`src/rtl/tsc_pkg.sv`:
```
package tsc_pkg;
   // register word offsets; stamp words start at TS_BASE, two per pin
   localparam int unsigned REG_EDGE  = 0;
   localparam int unsigned REG_THR   = 1;
   localparam int unsigned REG_IEN   = 2;
   localparam int unsigned REG_STAT  = 3;
   localparam int unsigned TS_BASE   = 4;
   // bit positions inside one pin's enable nibble
   localparam int unsigned IEN_AVAIL = 0;
   localparam int unsigned IEN_THR   = 1;
   localparam int unsigned IEN_LOST  = 2;
   localparam int unsigned IEN_SPAN  = 4;

   typedef struct packed {
      logic lost;
      logic above;
      logic avail;
   } pin_flags_t;

   function automatic int unsigned lo_word_addr(input int unsigned pin);
      return TS_BASE + 2 * pin;
   endfunction

   function automatic int unsigned hi_word_addr(input int unsigned pin);
      return TS_BASE + 2 * pin + 1;
   endfunction
endpackage

```
`src/rtl/tsc_edge_sync.sv`:
```
module tsc_edge_sync #(
   parameter int SYNC_STAGES = 2
) (
   input  logic clk,
   input  logic rst_n,
   input  logic pin,
   input  logic fall_sel,
   output logic hit
);
   if (SYNC_STAGES < 2) begin : g_bad_sync
      $error("tsc_edge_sync: SYNC_STAGES must be at least 2");
   end

   // chain[0] is the first flop; chain[SYNC_STAGES] holds the previous synced level
   logic [SYNC_STAGES:0] chain;
   logic                 newer;
   logic                 older;

   always_ff @(posedge clk or negedge rst_n) begin
      if (!rst_n) chain <= '0;
      else        chain <= {chain[SYNC_STAGES-1:0], pin};
   end

   assign newer = chain[SYNC_STAGES-1];
   assign older = chain[SYNC_STAGES];
   assign hit   = fall_sel ? (older & ~newer) : (newer & ~older);

   // a recognised edge lasts exactly one cycle
   p_hit_single_r1: assert property (@(posedge clk) disable iff (!rst_n)
      hit |=> !hit);
endmodule

```
`src/rtl/tsc_stamp_fifo.sv`:
```
module tsc_stamp_fifo #(
   parameter  int DEPTH = 16,
   parameter  int WIDTH = 64,
   localparam int PW    = (DEPTH > 1) ? $clog2(DEPTH) : 1,
   localparam int LW    = $clog2(DEPTH + 1)
) (
   input  logic             clk,
   input  logic             rst_n,
   input  logic             push,
   input  logic             pop,
   input  logic [WIDTH-1:0] din,
   output logic [WIDTH-1:0] head,
   output logic [LW-1:0]    level,
   output logic             drop
);
   if (DEPTH < 2) begin : g_bad_depth
      $error("tsc_stamp_fifo: DEPTH must be at least 2");
   end

   logic [WIDTH-1:0] mem [DEPTH];
   logic [PW-1:0]    wr_ptr, rd_ptr, wr_nxt, rd_nxt;
   logic             is_empty, is_full, pop_ok, push_ok;

   assign is_empty = (level == '0);
   assign is_full  = (level == LW'(DEPTH));
   assign pop_ok   = pop && !is_empty;
   assign push_ok  = push && (!is_full || pop_ok);
   assign drop     = push && !push_ok;
   assign head     = is_empty ? '0 : mem[rd_ptr];

   // power-of-two depth wraps for free; otherwise compare against the last slot
   if ((DEPTH & (DEPTH - 1)) == 0) begin : g_wrap_pow2
      assign wr_nxt = wr_ptr + PW'(1);
      assign rd_nxt = rd_ptr + PW'(1);
   end else begin : g_wrap_cmp
      assign wr_nxt = (wr_ptr == PW'(DEPTH - 1)) ? '0 : wr_ptr + PW'(1);
      assign rd_nxt = (rd_ptr == PW'(DEPTH - 1)) ? '0 : rd_ptr + PW'(1);
   end

   always_ff @(posedge clk) begin
      if (push_ok) mem[wr_ptr] <= din;
   end

   always_ff @(posedge clk or negedge rst_n) begin
      if (!rst_n) begin
         wr_ptr <= '0;
         rd_ptr <= '0;
         level  <= '0;
      end else begin
         if (push_ok) wr_ptr <= wr_nxt;
         if (pop_ok)  rd_ptr <= rd_nxt;
         case ({push_ok, pop_ok})
            2'b10:   level <= level + LW'(1);
            2'b01:   level <= level - LW'(1);
            default: level <= level;
         endcase
      end
   end

   // a capture refused while full leaves the queue full
   p_full_drop_r7: assert property (@(posedge clk) disable iff (!rst_n)
      (push && !pop && level == LW'(DEPTH)) |=> (level == LW'(DEPTH)));
   // simultaneous capture and removal on a full queue keeps it full, nothing lost
   p_full_swap_r8: assert property (@(posedge clk) disable iff (!rst_n)
      (push && pop && level == LW'(DEPTH)) |-> !drop ##1 (level == LW'(DEPTH)));
   // removal from an empty queue changes nothing
   p_empty_pop_r4: assert property (@(posedge clk) disable iff (!rst_n)
      (pop && !push && level == '0) |=> (level == '0));
   // level never leaves its legal range
   p_level_range_r3: assert property (@(posedge clk) disable iff (!rst_n)
      level <= LW'(DEPTH));
endmodule

```
`src/rtl/trig_stamp_capture.sv`:
```
module trig_stamp_capture
   import tsc_pkg::*;
#(
   parameter  int NUM_CH      = 2,
   parameter  int DEPTH       = 16,
   parameter  int TIME_W      = 64,
   parameter  int DATA_W      = 32,
   parameter  int SYNC_STAGES = 2,
   localparam int ADDR_W      = $clog2(TS_BASE + 2 * NUM_CH)
) (
   input  logic              clk,
   input  logic              rst_n,
   input  logic [NUM_CH-1:0] trig_in,
   input  logic [TIME_W-1:0] time_now,
   input  logic              bus_wr,
   input  logic              bus_rd,
   input  logic [ADDR_W-1:0] bus_addr,
   input  logic [DATA_W-1:0] bus_wdata,
   output logic [DATA_W-1:0] bus_rdata,
   output logic [NUM_CH-1:0] valid_stat,
   output logic              irq
);
   localparam int TW = $clog2(DEPTH);
   localparam int LW = $clog2(DEPTH + 1);
   localparam int EW = IEN_SPAN * NUM_CH;

   if (TIME_W != 2 * DATA_W) begin : g_bad_time
      $error("trig_stamp_capture: TIME_W must be twice DATA_W");
   end
   if (NUM_CH < 1 || EW > DATA_W) begin : g_bad_ch
      $error("trig_stamp_capture: NUM_CH out of range for the bus width");
   end
   if (DEPTH < 2) begin : g_bad_depth
      $error("trig_stamp_capture: DEPTH must be at least 2");
   end

   logic [NUM_CH-1:0] fall_sel;
   logic [TW-1:0]     thr;
   logic [EW-1:0]     ien;
   logic [EW-1:0]     ien_mask;
   logic [NUM_CH-1:0] lost;
   logic [NUM_CH-1:0] above;
   logic [NUM_CH-1:0] hit;
   logic [NUM_CH-1:0] pop;
   logic [NUM_CH-1:0] drop;
   logic [NUM_CH-1:0] cause;
   logic [TIME_W-1:0] head  [NUM_CH];
   logic [LW-1:0]     level [NUM_CH];
   pin_flags_t        flags [NUM_CH];

   logic wr_edge, wr_thr, wr_ien, wr_stat, thr_ok;
   assign wr_edge = bus_wr && (bus_addr == ADDR_W'(REG_EDGE));
   assign wr_thr  = bus_wr && (bus_addr == ADDR_W'(REG_THR));
   assign wr_ien  = bus_wr && (bus_addr == ADDR_W'(REG_IEN));
   assign wr_stat = bus_wr && (bus_addr == ADDR_W'(REG_STAT));
   assign thr_ok  = (bus_wdata <= DATA_W'(DEPTH - 1));

   // per-pin datapath: synchronizer, queue, flags
   for (genvar c = 0; c < NUM_CH; c++) begin : g_pin
      tsc_edge_sync #(.SYNC_STAGES(SYNC_STAGES)) u_sync (
         .clk      (clk),
         .rst_n    (rst_n),
         .pin      (trig_in[c]),
         .fall_sel (fall_sel[c]),
         .hit      (hit[c])
      );

      assign pop[c] = bus_rd && (bus_addr == ADDR_W'(hi_word_addr(c)));

      tsc_stamp_fifo #(.DEPTH(DEPTH), .WIDTH(TIME_W)) u_fifo (
         .clk   (clk),
         .rst_n (rst_n),
         .push  (hit[c]),
         .pop   (pop[c]),
         .din   (time_now),
         .head  (head[c]),
         .level (level[c]),
         .drop  (drop[c])
      );

      logic lost_clr;
      assign lost_clr = wr_stat && bus_wdata[2*NUM_CH+c];

      always_ff @(posedge clk or negedge rst_n) begin
         if (!rst_n) lost[c] <= 1'b0;
         else        lost[c] <= drop[c] | (lost[c] & ~lost_clr);
      end

      assign valid_stat[c]  = (level[c] != '0);
      assign above[c]       = (level[c] > LW'(thr));
      assign flags[c].avail = valid_stat[c];
      assign flags[c].above = above[c];
      assign flags[c].lost  = lost[c];

      assign ien_mask[IEN_SPAN*c +: IEN_SPAN] =
         IEN_SPAN'((1 << IEN_AVAIL) | (1 << IEN_THR) | (1 << IEN_LOST));

      assign cause[c] = (flags[c].avail & ien[IEN_SPAN*c+IEN_AVAIL])
                      | (flags[c].above & ien[IEN_SPAN*c+IEN_THR])
                      | (flags[c].lost  & ien[IEN_SPAN*c+IEN_LOST]);

      // a lost capture always shows up as a sticky flag
      p_lost_set_r7: assert property (@(posedge clk) disable iff (!rst_n)
         drop[c] |=> lost[c]);
      // the flag only falls through a write-one clear
      p_lost_sticky_r7: assert property (@(posedge clk) disable iff (!rst_n)
         (lost[c] && !lost_clr) |=> lost[c]);
      // an enabled data-present condition reaches the interrupt line
      p_avail_irq_r9: assert property (@(posedge clk) disable iff (!rst_n)
         (valid_stat[c] && ien[IEN_SPAN*c+IEN_AVAIL]) |-> irq);
   end

   assign irq = |cause;

   // control registers
   always_ff @(posedge clk or negedge rst_n) begin
      if (!rst_n) begin
         fall_sel <= '0;
         thr      <= '0;
         ien      <= '0;
      end else begin
         if (wr_edge)           fall_sel <= bus_wdata[NUM_CH-1:0];
         if (wr_thr && thr_ok)  thr      <= bus_wdata[TW-1:0];
         if (wr_ien)            ien      <= bus_wdata[EW-1:0] & ien_mask;
      end
   end

   // read mux
   logic [DATA_W-1:0] stat_word;
   always_comb begin
      stat_word = '0;
      stat_word[NUM_CH-1:0]          = valid_stat;
      stat_word[2*NUM_CH-1:NUM_CH]   = above;
      stat_word[3*NUM_CH-1:2*NUM_CH] = lost;
   end

   always_comb begin
      bus_rdata = '0;
      if (bus_addr == ADDR_W'(REG_EDGE)) bus_rdata = DATA_W'(fall_sel);
      if (bus_addr == ADDR_W'(REG_THR))  bus_rdata = DATA_W'(thr);
      if (bus_addr == ADDR_W'(REG_IEN))  bus_rdata = DATA_W'(ien);
      if (bus_addr == ADDR_W'(REG_STAT)) bus_rdata = stat_word;
      for (int c = 0; c < NUM_CH; c++) begin
         if (bus_addr == ADDR_W'(lo_word_addr(c))) bus_rdata = head[c][DATA_W-1:0];
         if (bus_addr == ADDR_W'(hi_word_addr(c))) bus_rdata = head[c][TIME_W-1:DATA_W];
      end
   end

   // an out-of-range threshold write leaves the register alone
   p_thr_reject_r6: assert property (@(posedge clk) disable iff (!rst_n)
      (wr_thr && !thr_ok) |=> $stable(thr));
   // nothing can interrupt while every enable is off
   p_quiet_irq_r10: assert property (@(posedge clk) disable iff (!rst_n)
      (ien == '0) |-> !irq);
endmodule

```
`config.mk`:
```
export PLATFORM = sky130hd
export DESIGN_NAME = trig_stamp_capture
export DESIGN_NICKNAME = d
export VERILOG_FILES = /design/src/rtl/tsc_pkg.sv /design/src/rtl/tsc_edge_sync.sv /design/src/rtl/tsc_stamp_fifo.sv /design/src/rtl/trig_stamp_capture.sv
export SDC_FILE = /design/constraint.sdc
export NUM_CORES = 2
export LEC_CHECK = 0
export CAP_MARGIN = 15
export CORE_UTILIZATION = 50
export DETAILED_ROUTE_END_ITERATION = 16
export DONT_BUFFER_PORTS = 1
export PLACE_DENSITY = 0.67
export SLEW_MARGIN = 20
export SYNTH_ARGS = -nofsm -noshare
export SYNTH_HDL_FRONTEND = slang
export SYNTH_SLANG_ARGS = --single-unit
```
`constraint.sdc`:
```
create_clock -name clk -period 8.4 [get_ports clk]
set_clock_uncertainty 0.1 [all_clocks]
set_input_delay 0 -clock clk [delete_from_list [all_inputs] [get_ports clk]]
set_output_delay 0 -clock clk [all_outputs]
set_load 0.05 [all_outputs]
```
==> metrics.txt <==
CTS Buf Count 200; clock-pin slew on the worst setup and hold paths about 0.06 ns; nets 3897; residual DRC count 0; Met3 Routed Length roughly 21000 um; Netlist cell types 62; vias in the first global route 39470; Async SR Flop Fraction 0.02197; die area 0.1615 sq mm; # rows around 150; Worst Hold Class in -> reg; vias 39330; Fmax approximately 200 MHz; Tmin final just over 5 ns; top cell type's share of synthesized area 0.7693; area added between synthesis and finish 13.34%; Routed Antenna Nets 0; core area around 0.16 sq mm; Placed Area 0.08271 sq mm; final period utilization 0.6057; worst skew pair latency about 0.81 ns; Synth top cells by count 2048 x edfxtp_1, 509 x mux4_2, 164 x a22oi_1; Critical Path Source Type register; RSZ-0062 raised after global routing no; DR iter-0 viols 5559; Slew HR 0.1954; largest net degree at the start of global routing around 120; Top Layer Used met5; CP Capture Type output port; most frequent cell after synthesis edfxtp_1; IO Pins 140; final estimated routing congestion in global placement just under 0.8; DR pass1 iterations 7; final WL 206500 um; worst-margin pin slew approximately 1.2 ns; initial antenna violation count 21; final hold viol count 0; Wirelength per Cell 34.36 um; Die Span Y between 400 and 500 um; synth top area cells edfxtp_1 77%, mux4_2 14%, a22oi_1 1.5%, dfrtp_1 1.4%, a21oi_1 0.56%; critical path peak fanout 48; Clock Sinks approximately 2100; part of the Yosys area used for sequential elements 0.7837; EDFF count, synth 2048; Post-Place Cells about 5500; post-synth top area cell edfxtp_1; H-tree levels 4; syn nets between 3000 and 4000; status complete, no violations; area of the mapped netlist 0.07994 sq mm; Final Cell Area ~0.091 sq mm; DP Wirelength 109800 um; root buf cell clkbuf_16; Initial Util 0.5042; setup repair bufs after CTS 0; MaxCap Viol Count 0; DRT met1 WL ~82000 um; layout cell share with drive strength beyond 1 0.2513; Clock Tree Buf Depth 3; Static Leak roughly 28 nW; Yosys warning total 0; #FFs+latches synth ~2100; first-pass GRT wire length about 300000 um; r2r setup slk ~4.5 ns; gr ovfl total 0; WS Path Type reg -> out; Setup Viol. Count Final 0; post-route setup TNS 0 ns; fin cells between 6000 and 7000; met2 wire length roughly 100000 um; Slew Limit Fails 0; vias per cell 6.545; Primary FF master, synth edfxtp_1; Die X-Extent 401.8 um; TritonCTS clock tree built; WP data arrival between 4 and 5 ns; Post-Synthesis Cells approximately 3500; post-synthesis average cell area roughly 23 sq um; Max VDD drop 0.0002851 V; Pwr Density 310.4 mW/mm^2; Tot GR Track Use 0.2578; Worst EP required 8.30 ns; # port buffers 0
==> cell usage in the layout (no fill, tap or decap), drive strengths merged, types with 28 or more instances in the layout <==
cell type	synthesis	layout
o22ai	61	61
nor3	38	38
buf	110	127
or4	32	32
mux4	509	509
edfxtp	2048	2048
dfrtp	46	46
a22oi	164	164
inv	21	28
clkbuf	91	254
nand2	38	38
clkinv	0	89
a21oi	90	90
dlygate4sd3	0	110
==> power by group <==
group	switching, W	total [W]	internal [W]
Combinational	0.00397	0.00689	0.00293
Clock	0.00380	0.00875	0.00495
Sequential	0.000399	0.0125	0.0121
==> cell families after synthesis <==
family,Yosys count,share of synthesized area
DFF,2094,0.7837
muxes,563,0.1506
AOI/OAI and AO/OA,376,0.03145
and+or+nand+nor,226,0.01579
buffers and inverters,222,0.01199
adders and majority gates,26,0.004163
xor gates and xnor gates,21,0.002301
==> worst paths after layout <==
check / from / endpoint / cells past startpoint
worst max-delay path: g_pin[1].u_fifo.rd_ptr[2]$_DFFE_PN0P_ / bus_rdata[7] / 6
worst min-delay path: time_now[52] / g_pin[0].u_fifo.mem[11][52]$_DFFE_PP_ / 2
worst max register to register: g_pin[1].u_sync.chain[2]$_DFF_PN0_ / g_pin[1].u_fifo.mem[10][16]$_DFFE_PP_ / 6
worst min register to register: g_pin[1].u_sync.chain[0]$_DFF_PN0_ / g_pin[1].u_sync.chain[1]$_DFF_PN0_ / 0
max in group asynchronous: rst_n / g_pin[0].u_fifo.rd_ptr[1]$_DFFE_PN0P_ / 4
min in group asynchronous: rst_n / g_pin[1].u_fifo.level[2]$_DFFE_PN0P_ / 4
==> through the flow <==
stage	worst slack (ns)	hold slack, ns	total power (W)	utilization
2_1_floorplan	0.6455	-0.3956	0.01745	-
3_3_place_gp	4.137	-0.3923	0.01935	0.5213
3_5_place_dp	4.111	-0.3922	0.01941	0.5216
4_1_cts	3.231	0.009554	0.02828	0.5707
5_1_grt	3.052	0.03490	0.02904	0.5714
6_report	3.312	0.03379	0.02812	0.5714
==> area by class of cell <==
type                       instances  area (sq um)
fill                           11350         67960
sequential                      2094         62670
multi-input combinational       1212         16610
antenna                            6         15.01
clock buffer                     254          5311
inverter                          21         78.83
timing repair buffer             237          2337
clock inverter                   113         992.2
tap                             2072          2592
==> timing repair <==
action                                  4_1_cts  5_1_grt
endpoints found under the hold margin      2136      672
endpoints found under the setup margin        0        0
resized for setup                             0        0
hold buffers                                129       21
==> state kept, by name, summed over array words and instances, names as in the netlist <==
name                 count
ien                      6
g_pin.u_fifo.mem      2048
g_pin.u_fifo.rd_ptr      8
g_pin.u_fifo.level      10
g_pin.u_fifo.wr_ptr      8
flags                    2
g_pin.u_sync.chain       6
fall_sel                 2
thr                      4
==> layer usage <==
layer | track usage | vias up
li1 | - | 15630
met1 | 0.3763 | 21180
met2 | 0.4015 | 2166
met3 | 0.05186 | 350
met4 | 0.06797 | 10
met5 | 0 | -
==> critical path: stages, from the launching register on <==
cell	delay (ns)
dfrtp_4	0.97
buf_4	0.79
and2_2	0.62
buf_4	0.46
a22oi_1	0.16
a21oi_1	0.54
or4_1	0.55
Power figures use the tool's default switching activity.
